`src/rtl/pxc_pkg.sv`:
```
package pxc_pkg;
  // Protection bit positions
  localparam int PROT_RD = 0;
  localparam int PROT_WR = 1;
  localparam int PROT_EX = 2;
endpackage

```
`src/rtl/pxc_match.sv`:
```
module pxc_match #(
  parameter int N     = 8,
  parameter int VPN_W = 20
) (
  input  logic                      req,
  input  logic [VPN_W-1:0]          vpn,
  input  logic [N-1:0][VPN_W-1:0]   tags,
  input  logic [N-1:0]              valid,
  output logic [N-1:0]              hit_vec
);
  for (genvar i = 0; i < N; i++) begin : g_cmp
    assign hit_vec[i] = req && valid[i] && (tags[i] == vpn);
  end
endmodule

```
`src/rtl/pxc_victim.sv`:
```
module pxc_victim #(
  parameter int N = 8,
  localparam int IDX_W = (N > 1) ? $clog2(N) : 1
) (
  input  logic             clk,
  input  logic             rst_n,
  input  logic [N-1:0]     valid,
  input  logic             fill_fire,
  output logic [IDX_W-1:0] victim_idx,
  output logic [N-1:0]     victim_oh
);
  logic [IDX_W-1:0] ptr_q;

  function automatic logic [IDX_W-1:0] lowest_free(input logic [N-1:0] v);
    logic [IDX_W-1:0] r;
    r = '0;
    for (int i = N - 1; i >= 0; i--) begin
      if (!v[i]) r = IDX_W'(i);
    end
    return r;
  endfunction

  function automatic logic [IDX_W-1:0] step(input logic [IDX_W-1:0] p);
    return (p == IDX_W'(N - 1)) ? '0 : p + 1'b1;
  endfunction

  assign victim_idx = (&valid) ? ptr_q : lowest_free(valid);
  assign victim_oh  = N'(1) << victim_idx;

  always_ff @(posedge clk) begin
    if (!rst_n)         ptr_q <= '0;
    else if (fill_fire) ptr_q <= step(ptr_q);
  end
endmodule

```
`src/rtl/page_xlat_cache.sv`:
```
module page_xlat_cache #(
  parameter int ENTRIES = 8,
  parameter int VPN_W   = 20,
  parameter int PFN_W   = 16,
  parameter int PROT_W  = 3
) (
  input  logic              clk,
  input  logic              rst_n,
  input  logic              flush,
  input  logic              lk_valid,
  input  logic              lk_write,
  input  logic [VPN_W-1:0]  lk_vpn,
  output logic              lk_hit,
  output logic [PFN_W-1:0]  lk_pfn,
  output logic [PROT_W-1:0] lk_prot,
  output logic              lk_fault,
  input  logic              fill_valid,
  input  logic [VPN_W-1:0]  fill_vpn,
  input  logic [PFN_W-1:0]  fill_pfn,
  input  logic [PROT_W-1:0] fill_prot,
  output logic              ev_valid,
  output logic [VPN_W-1:0]  ev_vpn,
  output logic              ev_dirty
);
  import pxc_pkg::*;
  localparam int IDX_W = (ENTRIES > 1) ? $clog2(ENTRIES) : 1;

  logic [ENTRIES-1:0][VPN_W-1:0]  tag_q;
  logic [ENTRIES-1:0][PFN_W-1:0]  pfn_q;
  logic [ENTRIES-1:0][PROT_W-1:0] prot_q;
  logic [ENTRIES-1:0]             valid_q;
  logic [ENTRIES-1:0]             dirty_q;

  // Named internal events for the checker
  logic [ENTRIES-1:0] hit_vec;
  logic [ENTRIES-1:0] victim_oh;
  logic [IDX_W-1:0]   victim_idx;
  logic [IDX_W-1:0]   hit_idx;
  logic               fill_fire;
  logic               wr_mark;

  function automatic logic [IDX_W-1:0] oh_to_idx(input logic [ENTRIES-1:0] oh);
    logic [IDX_W-1:0] r;
    r = '0;
    for (int i = 0; i < ENTRIES; i++) begin
      if (oh[i]) r = r | IDX_W'(i);
    end
    return r;
  endfunction

  pxc_match #(.N(ENTRIES), .VPN_W(VPN_W)) u_match (
    .req(lk_valid), .vpn(lk_vpn), .tags(tag_q), .valid(valid_q), .hit_vec(hit_vec)
  );

  pxc_victim #(.N(ENTRIES)) u_victim (
    .clk(clk), .rst_n(rst_n), .valid(valid_q), .fill_fire(fill_fire),
    .victim_idx(victim_idx), .victim_oh(victim_oh)
  );

  assign hit_idx   = oh_to_idx(hit_vec);
  assign lk_hit    = |hit_vec;
  assign lk_pfn    = lk_hit ? pfn_q[hit_idx]  : '0;
  assign lk_prot   = lk_hit ? prot_q[hit_idx] : '0;
  assign lk_fault  = lk_hit && lk_write && !prot_q[hit_idx][PROT_WR];
  assign wr_mark   = lk_hit && lk_write && prot_q[hit_idx][PROT_WR];

  assign fill_fire = fill_valid && !flush;
  assign ev_valid  = fill_fire && valid_q[victim_idx];
  assign ev_vpn    = ev_valid ? tag_q[victim_idx] : '0;
  assign ev_dirty  = ev_valid && dirty_q[victim_idx];

  for (genvar i = 0; i < ENTRIES; i++) begin : g_ent
    always_ff @(posedge clk) begin
      if (!rst_n || flush) begin
        valid_q[i] <= 1'b0;
        dirty_q[i] <= 1'b0;
      end else if (fill_fire && victim_oh[i]) begin
        valid_q[i] <= 1'b1;
        dirty_q[i] <= 1'b0;
      end else if (wr_mark && hit_vec[i]) begin
        dirty_q[i] <= 1'b1;
      end
    end

    always_ff @(posedge clk) begin
      if (fill_fire && victim_oh[i]) begin
        tag_q[i]  <= fill_vpn;
        pfn_q[i]  <= fill_pfn;
        prot_q[i] <= fill_prot;
      end
    end
  end
endmodule

```
`config.mk`:
```
export PLATFORM = sky130hd
export DESIGN_NAME = page_xlat_cache
export DESIGN_NICKNAME = d
export VERILOG_FILES = /design/src/rtl/pxc_pkg.sv /design/src/rtl/pxc_match.sv /design/src/rtl/pxc_victim.sv /design/src/rtl/page_xlat_cache.sv
export SDC_FILE = /design/constraint.sdc
export NUM_CORES = 1
export LEC_CHECK = 0
export ABC_CLOCK_PERIOD_IN_PS = 6650
export BUFFER_PORTS_ARGS = -buffer_cell sky130_fd_sc_hd__buf_2
export CORE_UTILIZATION = 55
export DETAILED_ROUTE_END_ITERATION = 16
export PLACE_DENSITY_LB_ADDON = 0.08
export SETUP_SLACK_MARGIN = 0.5
export SYNTH_ARGS = -nofsm -noshare
export SYNTH_HDL_FRONTEND = slang
export SYNTH_SLANG_ARGS = --single-unit
```
`constraint.sdc`:
```
create_clock -name clk -period 6.65 [get_ports clk]
set_clock_uncertainty 0.05 [all_clocks]
set_input_delay 0.3325 -clock clk [delete_from_list [all_inputs] [get_ports clk]]
set_output_delay 0.3325 -clock clk [all_outputs]
set_load 0.03 [all_outputs]
```
==> impl_metrics.toml <==
[critical_path]
end_kind = "output port"
crit_fanout = 31
rr_endpoint = "dirty_q[6]"
start_kind = "flip-flop"
worstSetupPathType = "flip-flop to output port"
rr_worst_depth = 8
critPathRequiredTime_ns = 6.27
rr_startpoint = "tag_q[27]"
r2r_slack_ns = 2.68
arrival_ns = 4.68

[detailed_routing]
ant_nets = 0
dr_total_vias = 9244
drt-initial-drc-count = 927
wl_per_cell_um = 28.3
drtPass1Iterations = 5
drc_errors = 0
wl_mm = 41.5
via_per_inst = 6.29

[finish]
multi_input_comb_area_um2 = 5290
final_util_pct = 63.9
layout-drive-gt1-share_pct = 27.0
seq_area_um2 = 9750
final_nets = 1135
synthToLayoutAreaGrowth_pct = 13.1
num-fill-cells = 2005

[clock_tree]
h-tree-depth = 2
cts_hold_buf = 0
clkLatencyLatePin_ns = 0.53
cts.sinks = 331
postCtsSetupBuffers = 0
path_clk_slew_ns = 0.06
cts_resized = 0
cts_root_buf = "clkbuf_16"
clock_path_buffers = 3
cts_tree = "built"
cts-buffers-inserted = 36

[pwr]
powerDensity_nw_per_um2 = 255
pwr-share-clk_pct = 43.0
power.total_w = 0.00443
power.leakage_nw = 5.71
combPwrFrac_pct = 5.1
ir_drop_uv = 244
internal_power_w = 0.00349
power_frac_seq_pct = 52.0
switching_share_pct = 21.2
p_switching_w = 0.000937

[min_path]
worst_hold_path.endpoint = "u_victim.ptr_q[0]"
holdCritPathClass = "primary input to flip-flop"
worstHoldStart = "rst_n"
hold_depth = 2

[grt]
grt_pass1_vias = 8937
grt_pass1_wl_mm = 59.8
gr-total-overflow = 0
grt_max_degree = 40
grt.total_usage_pct = 29.8
antenna_found_initial = 1

[synthesis]
synth.distinct_cells = 55
async_reset_ff_share_pct = 0
synthCells = 952
syn_nets = 1019
synth_edf_count = 312
synthFlopType = "edfxtp_1"
syn_area_per_cell_um2 = 16.1
yosys_warnings = 0
ys_seq_elements = 331
syn_area_um2 = 15400
ys_seq_area_share_pct = 63.5

[timing]
clock.fmax_mhz = 197
timing.max_slew.rel_slack_pct = 28.8
fin_crit_sh_pct = 76.2
finalCriticalPeriod_ns = 5.06
setup-violations-final = 0
tns_ns = 0
tightestPinTransition_ns = 1.07
hold_viol = 0
rsz0062_at_grt = "no"
setup_slack_ns = 1.59
slew_viol_final = 0

[outcome]
status = "finished, final reports clean"

[floorplanning]
die-area_um2 = 28600
initial_utilization_pct = 56.5
core.rowCount = 60
ioPinCount = 108
dieWidth_um = 169
coreArea_um2 = 27200
die_h_um = 169

[placement]
dp_hpwl_mm = 29.0
gp_congestion = 1.04
post-place-ws_ns = 2.05
port_buffers = 107

[job]
max_cap_viol_count = 0
## per-stage QoR
stage               area, um2  instances  hold slack, ns
finish                  17400       1469          0.0184
global route            17400       1468          0.0213
CTS                     17400       1468         0.00402
global placement        16200       1402           0.401
detailed placement      16200       1402           0.409
floorplan               15400        952           0.381
## power groups by stage
| stage | combinational, W | sequential [W] | clock, W |
|---|---|---|---|
| after floorplan | 0.000125 | 0.00234 | 0 |
| after global placement | 0.000217 | 0.00234 | 0 |
| after global routing | 0.000235 | 0.00230 | 0.00200 |
| after CTS | 0.000219 | 0.00230 | 0.00193 |
| final | 0.000224 | 0.00230 | 0.00190 |
| after detailed placement | 0.000217 | 0.00234 | 0 |
## kinds of logic after synthesis
| kind of cell | after synthesis | share of synthesized area, % |
|---|---|---|
| muxes | 81 | 11.7 |
| AOI/OAI and AO/OA | 81 | 3.82 |
| and+or+nand+nor | 239 | 8.86 |
| DFF | 331 | 63.5 |
| xor gates and xnor gates | 160 | 9.56 |
| buffers and inverters | 58 | 2.39 |
| adders and majority gates | 2 | 0.163 |
## sequential cells by signal, summed over array words and instances (netlist names)
register        flops
dirty_q             8
pfn_q             128
prot_q             24
tag_q             160
u_victim.ptr_q      3
valid_q             8
## worst max-delay path by stage
stage	from	endpoint	slack (ns)	depth (start not counted)
after CTS	tag_q[27]	lk_pfn[5]	1.59	9
after global placement	lk_vpn[7]	lk_pfn[5]	2.10	10
final	tag_q[27]	lk_pfn[5]	1.59	9
after floorplan	valid_q[7]	dirty_q[4]	1.76	10
after global routing	tag_q[27]	lk_pfn[5]	1.34	9
after detailed placement	lk_vpn[7]	lk_pfn[5]	2.05	10
## metal layers
metal  vias to the layer above  routed length [um]  GRT usage, %
met5                         -                   0             0
met4                         0                1110          9.28
met3                        76                4190          7.90
met2                       453               18600          44.3
met1                      4712               17600          43.3
li1                       4003                   -             -
## critical path, cell delays in order (launching register included)
cell	delay, ns
edfxtp_1	0.41
xnor2_1	0.33
nand2_1	0.08
or3b_1	0.35
nor4_1	0.65
or4_2	0.94
buf_4	0.40
mux4_2	0.53
a22o_1	0.25
buf_2	0.18
## layout by cell type (no fill, tap or decap), types with 6 or more instances in the layout
| cell | n |
|---|---|
| nand4_1 | 13 |
| o22ai_1 | 8 |
| nand2_1 | 74 |
| nor3_2 | 8 |
| nand3_1 | 12 |
| dfxtp_1 | 19 |
| nor3_1 | 16 |
| nand2b_1 | 10 |
| or4_1 | 10 |
| o21a_1 | 8 |
| buf_2 | 107 |
| a21oi_1 | 22 |
| a22o_1 | 18 |
| xor2_1 | 121 |
| buf_4 | 24 |
| o211ai_1 | 9 |
| mux4_2 | 79 |
| clkinv_2 | 6 |
| clkbuf_16 | 37 |
| clkbuf_1 | 11 |
| edfxtp_1 | 312 |
| clkinv_1 | 6 |
| nor4_1 | 49 |
| xor2_2 | 9 |
| nor2_1 | 10 |
| xnor2_1 | 30 |
## Yosys cell counts (all sizes together), types with 8 or more instances
master,count,area (um2)
o211ai,11,92.6
nand4,15,106
or4,12,90.1
a21oi,22,110
xor2,130,1210
nand3,12,60.1
nor4,53,365
clkbuf,18,67.6
xnor2,30,263
nor3,24,120
o22ai,8,50.1
a22o,18,158
o21a,8,60.1
edfxtp,312,9370
dfxtp,19,380
buf,35,280
mux4,79,1780
nand2,74,278
nor2,11,43.8
nand2b,10,62.6
## final cells by class
cell class,instances,area share (%)
clock buffers,50,5.73
inverters,5,0.108
well taps,372,2.68
repair buffers,131,4.12
multi-input cells,563,30.5
flip-flops and latches,331,56.1
diodes,1,0.0144
clock inverters,16,0.749
No activity file was read; power rests on OpenSTA's default activity.
